`config.mk`:
```
export PLATFORM = sky130hd
export DESIGN_NAME = dma_irq_ctrl
export DESIGN_NICKNAME = d
export VERILOG_FILES = /design/src/rtl/dmairq_pkg.sv /design/src/rtl/dmairq_class.sv /design/src/rtl/dmairq_regif.sv /design/src/rtl/dma_irq_ctrl.sv
export SDC_FILE = /design/constraint.sdc
export NUM_CORES = 1
export LEC_CHECK = 0
export BUFFER_PORTS_ARGS = -buffer_cell sky130_fd_sc_hd__clkbuf_2
export CAP_MARGIN = 20
export CORE_MARGIN = 10
export CORE_UTILIZATION = 57
export CTS_BUF_LIST = sky130_fd_sc_hd__clkbuf_8
export DETAILED_ROUTE_END_ITERATION = 12
export GPL_TIMING_DRIVEN = 1
export PLACE_DENSITY = 0.9
export SLEW_MARGIN = 10
export SYNTH_ARGS = -nofsm -noshare
export SYNTH_HDL_FRONTEND = slang
export SYNTH_SLANG_ARGS = --single-unit
```
`constraint.sdc`:
```
create_clock -name clk -period 2.8 [get_ports clk]
set_input_delay 0.28 -clock clk [delete_from_list [all_inputs] [get_ports clk]]
set_output_delay 0.28 -clock clk [all_outputs]
set_load 0.005 [all_outputs]
```
`src/rtl/dmairq_pkg.sv`:
```
package dmairq_pkg;
  localparam int ADDR_W  = 12;
  localparam int DATA_W  = 32;
  localparam int NUM_CLS = 4;

  // event kinds; index order sets the offset order of each register group
  typedef enum logic [1:0] {
    CLS_CHAIN = 2'd0,
    CLS_NODE  = 2'd1,
    CLS_ERR_A = 2'd2,
    CLS_ERR_B = 2'd3
  } evt_cls_e;

  localparam logic [ADDR_W-1:0] OFS_STATUS = 12'h000;
  localparam logic [ADDR_W-1:0] OFS_PRIO   = 12'h688;
  localparam logic [ADDR_W-1:0] OFS_BUSY   = 12'h690;

  function automatic logic [ADDR_W-1:0] ofs_masked(input int k);
    return ADDR_W'(12'h004 + 4 * k);
  endfunction

  function automatic logic [ADDR_W-1:0] ofs_enable(input int k);
    return ADDR_W'(12'h018 + 4 * k);
  endfunction

  function automatic logic [ADDR_W-1:0] ofs_raw(input int k);
    return ADDR_W'(12'h600 + 8 * k);
  endfunction
endpackage

```
`src/rtl/dmairq_class.sv`:
```
module dmairq_class #(
  parameter int NUM_CH = 16
) (
  input  logic              clk,
  input  logic              rst_n,
  input  logic [NUM_CH-1:0] evt,
  input  logic              clr_we,
  input  logic [NUM_CH-1:0] clr_bits,
  input  logic              en_we,
  input  logic [NUM_CH-1:0] en_bits,
  output logic [NUM_CH-1:0] raw_o,
  output logic [NUM_CH-1:0] en_o,
  output logic [NUM_CH-1:0] pend_o
);
  logic [NUM_CH-1:0] raw_q, en_q, clr_eff;

  assign clr_eff = clr_we ? clr_bits : '0;

  always_ff @(posedge clk or negedge rst_n) begin
    if (!rst_n) begin
      raw_q <= '0;
      en_q  <= '0;
    end else begin
      // a pulse arriving with the clear keeps the bit set
      raw_q <= (raw_q & ~clr_eff) | evt;
      if (en_we) en_q <= en_bits;
    end
  end

  assign raw_o  = raw_q;
  assign en_o   = en_q;
  assign pend_o = raw_q & en_q;

  assert_evt_latch_R2: assert property (@(posedge clk) disable iff (!rst_n)
    (|evt) |=> ((raw_q & $past(evt)) == $past(evt)));

  assert_hold_R2: assert property (@(posedge clk) disable iff (!rst_n)
    1'b1 |=> (($past(raw_q) & ~raw_q & ~$past(clr_eff)) == '0));

  assert_no_spur_R2: assert property (@(posedge clk) disable iff (!rst_n)
    1'b1 |=> ((raw_q & ~$past(raw_q) & ~$past(evt)) == '0));

  assert_clear_R3: assert property (@(posedge clk) disable iff (!rst_n)
    clr_we |=> ((raw_q & $past(clr_bits & ~evt)) == '0));

  assert_enable_wr_R5: assert property (@(posedge clk) disable iff (!rst_n)
    en_we |=> (en_q == $past(en_bits)));
endmodule

```
`src/rtl/dmairq_regif.sv`:
```
module dmairq_regif
  import dmairq_pkg::*;
#(
  parameter int NUM_CH = 16
) (
  input  logic                            reg_we,
  input  logic [ADDR_W-1:0]               reg_addr,
  input  logic [NUM_CLS-1:0][NUM_CH-1:0]  raw,
  input  logic [NUM_CLS-1:0][NUM_CH-1:0]  en,
  input  logic [NUM_CLS-1:0][NUM_CH-1:0]  pend,
  input  logic [NUM_CH-1:0]               status,
  input  logic [NUM_CH-1:0]               busy,
  input  logic [DATA_W-1:0]               prio,
  output logic [NUM_CLS-1:0]              clr_we,
  output logic [NUM_CLS-1:0]              en_we,
  output logic                            prio_we,
  output logic [DATA_W-1:0]               reg_rdata
);
  // write decode: only raw, enable and priority words are writable
  always_comb begin
    for (int k = 0; k < NUM_CLS; k++) begin
      clr_we[k] = reg_we && (reg_addr == ofs_raw(k));
      en_we[k]  = reg_we && (reg_addr == ofs_enable(k));
    end
    prio_we = reg_we && (reg_addr == OFS_PRIO);
  end

  // read mux
  always_comb begin
    reg_rdata = '0;
    if (reg_addr == OFS_STATUS) reg_rdata[NUM_CH-1:0] = status;
    if (reg_addr == OFS_BUSY)   reg_rdata[NUM_CH-1:0] = busy;
    if (reg_addr == OFS_PRIO)   reg_rdata = prio;
    for (int k = 0; k < NUM_CLS; k++) begin
      if (reg_addr == ofs_masked(k)) reg_rdata[NUM_CH-1:0] = pend[k];
      if (reg_addr == ofs_enable(k)) reg_rdata[NUM_CH-1:0] = en[k];
      if (reg_addr == ofs_raw(k))    reg_rdata[NUM_CH-1:0] = raw[k];
    end
  end
endmodule

```
`src/rtl/dma_irq_ctrl.sv`:
```
module dma_irq_ctrl
  import dmairq_pkg::*;
#(
  parameter int NUM_CH = 16
) (
  input  logic              clk,
  input  logic              rst_n,
  input  logic [NUM_CH-1:0] evt_chain_done,
  input  logic [NUM_CH-1:0] evt_node_done,
  input  logic [NUM_CH-1:0] evt_err_a,
  input  logic [NUM_CH-1:0] evt_err_b,
  input  logic [NUM_CH-1:0] ch_busy,
  input  logic              reg_we,
  input  logic [ADDR_W-1:0] reg_addr,
  input  logic [DATA_W-1:0] reg_wdata,
  output logic [DATA_W-1:0] reg_rdata,
  output logic [DATA_W-1:0] chan_prio,
  output logic              irq
);
  logic [NUM_CLS-1:0][NUM_CH-1:0] evt_all, raw, en, pend;
  logic [NUM_CLS-1:0]             clr_we, en_we;
  logic                           prio_we;
  logic [NUM_CH-1:0]              status;
  logic [DATA_W-1:0]              prio_q;

  assign evt_all = {evt_err_b, evt_err_a, evt_node_done, evt_chain_done};

  for (genvar k = 0; k < NUM_CLS; k++) begin : g_cls
    dmairq_class #(.NUM_CH(NUM_CH)) u_cls (
      .clk      (clk),
      .rst_n    (rst_n),
      .evt      (evt_all[k]),
      .clr_we   (clr_we[k]),
      .clr_bits (reg_wdata[NUM_CH-1:0]),
      .en_we    (en_we[k]),
      .en_bits  (reg_wdata[NUM_CH-1:0]),
      .raw_o    (raw[k]),
      .en_o     (en[k]),
      .pend_o   (pend[k])
    );
  end

  always_comb begin
    status = '0;
    for (int k = 0; k < NUM_CLS; k++) status |= pend[k];
  end

  assign irq = |status;

  always_ff @(posedge clk or negedge rst_n) begin
    if (!rst_n)       prio_q <= '0;
    else if (prio_we) prio_q <= reg_wdata;
  end
  assign chan_prio = prio_q;

  dmairq_regif #(.NUM_CH(NUM_CH)) u_regif (
    .reg_we    (reg_we),
    .reg_addr  (reg_addr),
    .raw       (raw),
    .en        (en),
    .pend      (pend),
    .status    (status),
    .busy      (ch_busy),
    .prio      (prio_q),
    .clr_we    (clr_we),
    .en_we     (en_we),
    .prio_we   (prio_we),
    .reg_rdata (reg_rdata)
  );

  assert_irq_src_R7: assert property (@(posedge clk) disable iff (!rst_n)
    irq == (|(raw & en)));

  assert_prio_wr_R9: assert property (@(posedge clk) disable iff (!rst_n)
    (reg_we && reg_addr == OFS_PRIO) |=> (chan_prio == $past(reg_wdata)));

  assert_one_target_R1: assert property (@(posedge clk) disable iff (!rst_n)
    $onehot0({clr_we, en_we, prio_we}));
endmodule

```
# == Yosys cells after proc, flatten, opt, wreduce, memory -nomap -nowiden ==
# Cells that the tools add are included.
# classes
n_mul,0
n_shift,0
order_cmp,0
n_addsub,0
div,0
eq_ne,14
n_bitwise,19
reduce_logical,11
n_mux,19
# ops
operator,count
$mux W16,18
$and A16 B16 Y16,8
$or A16 B16 Y16,7
$eq A12 B11 Y1 const B,6
$not A16 Y16,4
$eq A12 B5 Y1 const B,3
$mux W32,1
$eq A12 B4 Y1 const B,2
$eq A12 B6 Y1 const B,2
$reduce_or A16 Y1,1
$eq A12 B3 Y1 const B,1
$logic_not A12 Y1,1
$logic_and A1 B1 Y1,9
# word_totals
ff_bits,160
ram_bits,0
mem_bits_ro,0
latch_bits,0
in_bits,127
mem_count,0
output_inout_bits,65

# == Depth between registers and ports, before layout ==
# Gate-level depths: netlist of the first run.
# depth
ltp_word,19
mapped_depth,9

# == Modules after synthesis ==
# Synthesis of the first run repeated with hierarchy kept, for this count alone.
# unflattened
hier_cells,919
area_unflattened_um2,9481.6
# by_module_without_submodules
mod,instances,cells_each,seq_area_each_um2,area_each_um2
dmairq_class,4,100,800.8,1342.5
dmairq_regif,1,430,0.0,2727.6
dma_irq_ctrl,1,89,800.8,1383.8

# == Worst setup path before layout of the first run ==
# OpenSTA, ideal clock, no wires.
# synth_path
kind,input port to output port
from,input port reg_addr[9]
to,output port reg_rdata[13]
slack_ns,0.422
n_path_buf,2
arrival_ns,2.098
stages,8
cell_sequence,or4_1 -> buf_4 -> nor4_4 -> buf_6 -> a22oi_1 -> o32ai_1 -> o221ai_1 -> a21oi_1
# synth_between
elab_chain_cells,16
elab_cells_between_ends,30
classes_between,eq/ne (14); mux (15); reduce/logical (1)
# synth_lines
item,line_no,rtl
from (decl),dma_irq_ctrl.sv:14,"input logic [ADDR_W-1:0] reg_addr,"
$logic_not A12 Y1,dmairq_regif.sv:31,if (reg_addr == OFS_STATUS) reg_rdata[NUM_CH-1:0] = status;
$mux W16,dmairq_regif.sv:31,
$mux W16,dmairq_regif.sv:32,if (reg_addr == OFS_BUSY) reg_rdata[NUM_CH-1:0] = busy;
$mux W32,dmairq_regif.sv:33,if (reg_addr == OFS_PRIO) reg_rdata = prio;
$mux W16,dmairq_regif.sv:35,if (reg_addr == ofs_masked(k)) reg_rdata[NUM_CH-1:0] = pend[k];
$mux W16,dmairq_regif.sv:36,if (reg_addr == ofs_enable(k)) reg_rdata[NUM_CH-1:0] = en[k];
$mux W16,dmairq_regif.sv:37,if (reg_addr == ofs_raw(k)) reg_rdata[NUM_CH-1:0] = raw[k];
$mux W16,dmairq_regif.sv:35,
$mux W16,dmairq_regif.sv:36,
$mux W16,dmairq_regif.sv:37,
$mux W16,dmairq_regif.sv:35,
$mux W16,dmairq_regif.sv:36,
$mux W16,dmairq_regif.sv:37,
$mux W16,dmairq_regif.sv:35,
$mux W16,dmairq_regif.sv:36,
$mux W16 (*),dmairq_regif.sv:37,
to (decl),dma_irq_ctrl.sv:16,"output logic [DATA_W-1:0] reg_rdata,"
# Every way passes the cells marked *; elsewhere a longest branch is shown, timed or not.

# == Final worst setup path of the first run ==
# layout_path
from,input port reg_addr[3]
to,output port reg_rdata[0]
# Same word-level chain as after synthesis.

==> results of run 1 <==
## cell usage in the layout, fill, tap and decap left out, types with 6 or more instances in the layout
cell	synthesis	layout
clkbuf_8	0	21
mux2_1	8	8
buf_4	11	70
o22ai_1	20	19
clkbuf_2	1	190
dlygate4sd3_1	0	67
o21ai_0	8	8
buf_12	0	7
a221o_1	11	11
nand2_1	124	124
or2_2	12	12
nand3_1	18	17
mux2_2	87	87
and3_1	25	25
nand3b_1	11	11
nor2_1	27	26
a31oi_1	12	12
inv_1	6	6
a211oi_1	12	12
a22oi_1	44	44
a21o_1	82	82
o221ai_1	19	19
dfrtp_1	160	160
a21oi_1	63	62
nor3_1	17	17
## cells by family after synthesis
group	share of synthesized area, %
compound gates	23.2
simple gates	16.0
flops	44.4
mux	12.0
buf+inv	4.28
xor+xnor	0.0972
## timing repair
action                                  4_1_cts  5_1_grt
hold buffers                                 67        0
endpoints found under the setup margin        0       16
resized for setup                             0        7
endpoints found under the hold margin       136        0
## path summary, 6_finish.rpt
| kind | depth (start not counted) | startpoint | end |
|---|---|---|---|
| max | 9 | reg_addr[3] | reg_rdata[0] |
| max reg2reg | 1 | chan_prio[4] | chan_prio[4] |
| min reg2reg | 1 | g_cls[3].u_cls.raw_o[8] | g_cls[3].u_cls.raw_o[8] |
| max in group asynchronous | 3 | rst_n | g_cls[2].u_cls.en_o[0] |
| min in group asynchronous | 2 | rst_n | chan_prio[26] |
| min | 2 | reg_wdata[19] | chan_prio[19] |
## area by class of cell
class	count	area, µm²
repair buffers	336	2310
inverters	6	22.5
fillers	1025	3670
clock buffers	21	289
flip-flops and latches	160	4000
well taps	211	264
multi-input cells	675	4660
clock inverters	11	154
## per-stage QoR
step                      power, mW  util [%]
after floorplan                2.48         -
after global placement         2.67      68.7
after detailed placement       2.68      68.7
after CTS                      4.60      75.9
after global routing           4.74      76.1
final                          4.60      76.1
## power groups by stage
stage | sequential (mW) | combinational, mW | clock (mW)
floorplan | 2.37 | 0.111 | 0
global placement | 2.37 | 0.305 | 0
detailed placement | 2.37 | 0.310 | 0
CTS | 2.32 | 0.386 | 1.89
global route | 2.32 | 0.428 | 1.99
finish | 2.32 | 0.400 | 1.88
## layer usage
layer / up-vias / wire [µm] / global-route usage, %
met5: - / 0 / 0
met4: 0 / 1640 / 15.6
met3: 162 / 4160 / 10.0
met1: 4399 / 11700 / 35.5
li1: 3999 / - / -
met2: 707 / 15400 / 48.2
## flip-flops by register name (all words and copies together) (netlist names)
| name | cells |
|---|---|
| chan_prio | 32 |
| g_cls.u_cls.en_o | 64 |
| g_cls.u_cls.raw_o | 64 |
==> flow_metrics.env, run 1 <==
export IMPL_worst_skew_pair_late_latency_ps=480
export IMPL_pwr_share_seq_pct=50.5
export IMPL_drc=0
export IMPL_endpoint_kind="output pin"
export IMPL_critPathBufInv=3
export IMPL_cts_tree="done"
export IMPL_synth_edff_count=0
export IMPL_synth_common_cells="160 x dfrtp_1, 124 x nand2_1, 87 x mux2_2, 82 x a21o_1, 63 x a21oi_1"
export IMPL_worst_clock_skew_ps=0
export IMPL_ys_ff_latch=160
export IMPL_grt_pass1_wl_mm=51.7
export IMPL_stdcell_area_um2=11700
export IMPL_clkSinkCount=160
export IMPL_viasPerCell=6.53
export IMPL_cpMaxStageDelayCell="nand4_1"
export IMPL_p_switching_mw=1.11
export IMPL_clk_pin_slew_ps=100
export IMPL_setup_tns_ps=0
export IMPL_place_ws_ps=11.3
export IMPL_cts_setup_buffers=0
export IMPL_ys_warn_count=0
export IMPL_maxCapViolCount=0
export IMPL_setup_viol=0
export IMPL_ys_top_cells_by_area="dfrtp_1 44%, mux2_2 11%, a21o_1 6.8%, nand2_1 5.2%, a22oi_1 3.7%"
export IMPL_gp_congestion=1.02
export IMPL_area_growth_syn_to_layout_pct=29.8
export IMPL_postPlaceCellArea_um2=10600
export IMPL_syn_nets=1042
export IMPL_holdWs_ps=15.4
export IMPL_fin_cells=1420
export IMPL_power_share_clock_pct=40.8
export IMPL_swShare_pct=24.3
export IMPL_startpoint_type="input port"
export IMPL_yosysMostFrequentCell="dfrtp_1"
export IMPL_fmax_mhz=365
export IMPL_io_pins=192
export IMPL_fp_dieW_um=146
export IMPL_hp_class="input port to flop"
export IMPL_rsz0062_at_grt="false"
export IMPL_syn_area_um2=9010
export IMPL_rows=45
export IMPL_pwr_density_cell_nw_per_um2=393
export IMPL_dr_pass1_iters=6
export IMPL_syn_area_per_cell_um2=9.85
export IMPL_status="completed"
export IMPL_post_place_cells=1321
export IMPL_dpl_hpwl_mm=22.7
export IMPL_worstPathRequired_ps=2520
export IMPL_synth_top_area_cell="dfrtp_1"
export IMPL_fin_ws_ps=61.7
export IMPL_critical_path_peak_fanout=17
export IMPL_nNetsFinal=1323
export IMPL_p_int_mw=3.48
export IMPL_synthCells=915
export IMPL_r2r_slack_ps=1950
export IMPL_ctsLongestPathBuffers=2
export IMPL_cp_slowest_stage_delay_ps=450
export IMPL_vias=9267
export IMPL_grt_pass1_vias=9403
export IMPL_coreArea_um2=15400
export IMPL_crit_top_cell="clkbuf_2"
export IMPL_portBuffers=191
export IMPL_synth_cell_types=57
export IMPL_vdd_drop_max_mv=0.495
export IMPL_slew_violations=0
export IMPL_ys_flop_type="dfrtp_1"
export IMPL_max_slew_margin_pct=55.2
export IMPL_ys_seq_area_share_pct=44.4
export IMPL_synth_async_reset_ratio_pct=100
export IMPL_path_class="input port to output pin"
export IMPL_cts_htree_levels=4
export IMPL_comb_power_share_pct=8.7
export IMPL_grt_use_total_pct=30.2
export IMPL_diodes=0
export IMPL_routed_wl_mm=32.9
export IMPL_cp_arrival_ps=2460
export IMPL_synth_top_area_share_pct=44.4
export IMPL_leakage_nw=5.31
export IMPL_cpLargestDelayFamily="simple AND/OR/NAND/NOR gates"
export IMPL_min_period_over_period_pct=97.8
export IMPL_cts_root_buf="clkbuf_8"
export IMPL_cts_made_buffers=17
export IMPL_ant_nets=0
export IMPL_die_area_um2=21200
export IMPL_routedWlPerCell_um=23.2
export IMPL_path_cells="clkbuf_2 -> buf_4 -> nor2b_1 -> nand4_1 -> o22ai_1 -> nor3_1 -> o221ai_1 -> a21oi_1 -> clkbuf_2"
export IMPL_antenna_found_initial=0
export IMPL_overflow=0
export IMPL_die_y_um=146
export IMPL_drive_above_1_share_pct=34.7
export IMPL_finalHoldViolCount=0
export IMPL_tightestPinTransition_ps=672
export IMPL_grt_max_degree=73
export IMPL_start_util_pct=58.6
export IMPL_drtIter0Drc=1484
export IMPL_layout_min_cycle_time_ps=2740
Power figures use the tool's default switching activity.
==> run 2: changes to the inputs <==
--- a/config.mk
+++ b/config.mk
@@ -13,6 +13,7 @@
 export DETAILED_ROUTE_END_ITERATION = 12
 export GPL_TIMING_DRIVEN = 1
 export PLACE_DENSITY = 0.9
+export REMOVE_ABC_BUFFERS = 1
 export SLEW_MARGIN = 10
 export SYNTH_ARGS = -nofsm -noshare
 export SYNTH_HDL_FRONTEND = slang
==> run 2 against run 1 <==
- wire length grew 7.8%
- worst hold slack improved by 12 ps
- sequential cell count unchanged
- die area is the same
==> flow_metrics.env, run 2 (synthesized netlist as in run 1, its figures left out) <==
export IMPL_status="completed"
export IMPL_vias=9417
export IMPL_gp_congestion=1.05
export IMPL_diodes=0
export IMPL_antenna_found_initial=0
export IMPL_nNetsFinal=1329
export IMPL_r2r_slack_ps=1900
export IMPL_cpLargestDelayFamily="buffers and inverters"
export IMPL_finalHoldViolCount=0
export IMPL_portBuffers=191
export IMPL_vdd_drop_max_mv=0.360
export IMPL_die_area_um2=21200
export IMPL_p_total_mw=4.50
export IMPL_endpoint_kind="output pin"
export IMPL_most_common_layout_cells="190 x clkbuf_2, 160 x dfrtp_1, 124 x nand2_1, 87 x mux2_2, 82 x a21o_1"
export IMPL_worstPathRequired_ps=2520
export IMPL_clk_pin_slew_ps=80
export IMPL_drc=0
export IMPL_routedWlPerCell_um=24.9
export IMPL_cts_root_buf="clkbuf_8"
export IMPL_critical_path_peak_fanout=21
export IMPL_routed_wl_mm=35.5
export IMPL_grt_pass1_vias=9746
export IMPL_setup_tns_ps=0
export IMPL_area_growth_syn_to_layout_pct=29.6
export IMPL_ctsLongestPathBuffers=2
export IMPL_overflow=0
export IMPL_crit_top_cell="buf_4"
export IMPL_min_period_over_period_pct=96.9
export IMPL_start_util_pct=58.6
export IMPL_drtIter0Drc=1453
export IMPL_tightestPinTransition_ps=597
export IMPL_startpoint_type="input port"
export IMPL_pwr_density_cell_nw_per_um2=386
export IMPL_rows=45
export IMPL_fp_dieW_um=146
export IMPL_ant_nets=0
export IMPL_slew_violations=0
export IMPL_cts_tree="done"
export IMPL_layout_commonest_cell="clkbuf_2"
export IMPL_grt_max_degree=67
export IMPL_cts_htree_levels=4
export IMPL_maxCapViolCount=0
export IMPL_cp_arrival_ps=2430
export IMPL_dr_pass1_iters=12
export IMPL_viasPerCell=6.60
export IMPL_cts_made_buffers=17
export IMPL_fin_util_pct=76.0
export IMPL_worst_clock_skew_ps=0
export IMPL_io_pins=192
export IMPL_setup_viol=0
export IMPL_grt_use_total_pct=32.6
export IMPL_cpMaxStageDelayCell="a311o_1"
export IMPL_fmax_mhz=368
export IMPL_dpl_hpwl_mm=23.9
export IMPL_leakage_nw=5.31
export IMPL_worst_skew_pair_late_latency_ps=490
export IMPL_clkSinkCount=160
export IMPL_path_cells="clkbuf_2 -> buf_4 -> nand2b_1 -> buf_4 -> nor2_2 -> buf_4 -> a21o_1 -> a22oi_1 -> o21ai_0 -> a311o_1 -> clkbuf_2"
export IMPL_max_slew_margin_pct=60.2
export IMPL_grt_pass1_wl_mm=55.1
export IMPL_critPathBufInv=5
export IMPL_drive_above_1_share_pct=34.8
export IMPL_hp_class="input port to flop"
export IMPL_layout_min_cycle_time_ps=2710
export IMPL_cp_slowest_stage_delay_ps=350
export IMPL_coreArea_um2=15400
export IMPL_cts_setup_buffers=0
export IMPL_die_y_um=146
export IMPL_path_class="input port to output pin"
==> run 2: layout make-up <==
class                   count  area, µm²
clock inverters            14        154
fillers                  1066       3700
repair buffers            342       2340
clock buffers              18        248
well taps                 211        264
inverters                   6       22.5
multi-input cells         675       4640
flip-flops and latches    160       4000
==> run 2: timing repair <==
item,CTS,global route
setup endpoints to repair,0,10
endpoints found under the hold margin,125,2
hold buffers,65,2
resized for setup,0,4
==> run 2: metrics by stage <==
stage	cells	setup WS, ps	instance area, µm²	hold WS, ps
2_1_floorplan	841	-865	8650	-15.6
3_3_place_gp	1327	112	10600	303
3_5_place_dp	1327	30.3	10600	301
4_1_cts	1424	18.7	11600	2.52
5_1_grt	1426	-22.7	11700	5.36
6_report	1426	85.8	11700	27.5
==> run 2: metal layers <==
metal	vias to the layer above	global-route usage, %	wire length [µm]
li1	3994	-	-
met1	4475	40.8	13000
met2	783	51.4	16400
met3	165	10.1	4650
met4	0	13.5	1460
met5	-	0	0
==> run 2: final timing paths <==
path	from	to	depth (start not counted)
worst max-delay path	reg_addr[4]	reg_rdata[15]	11
worst min-delay path	reg_wdata[23]	chan_prio[23]	2
worst max register to register	chan_prio[12]	chan_prio[12]	1
worst min register to register	g_cls[3].u_cls.raw_o[7]	g_cls[3].u_cls.raw_o[7]	1
max in group asynchronous	rst_n	g_cls[0].u_cls.en_o[11]	3
min in group asynchronous	rst_n	chan_prio[27]	2
==> run 2: where the power goes <==
group | switching (mW) | leakage (nW) | internal [mW]
Clock | 0.951 | 0.203 | 0.832
Sequential | 0.00577 | 1.90 | 2.31
Combinational | 0.220 | 3.21 | 0.179
Total | 1.18 | 5.31 | 3.33
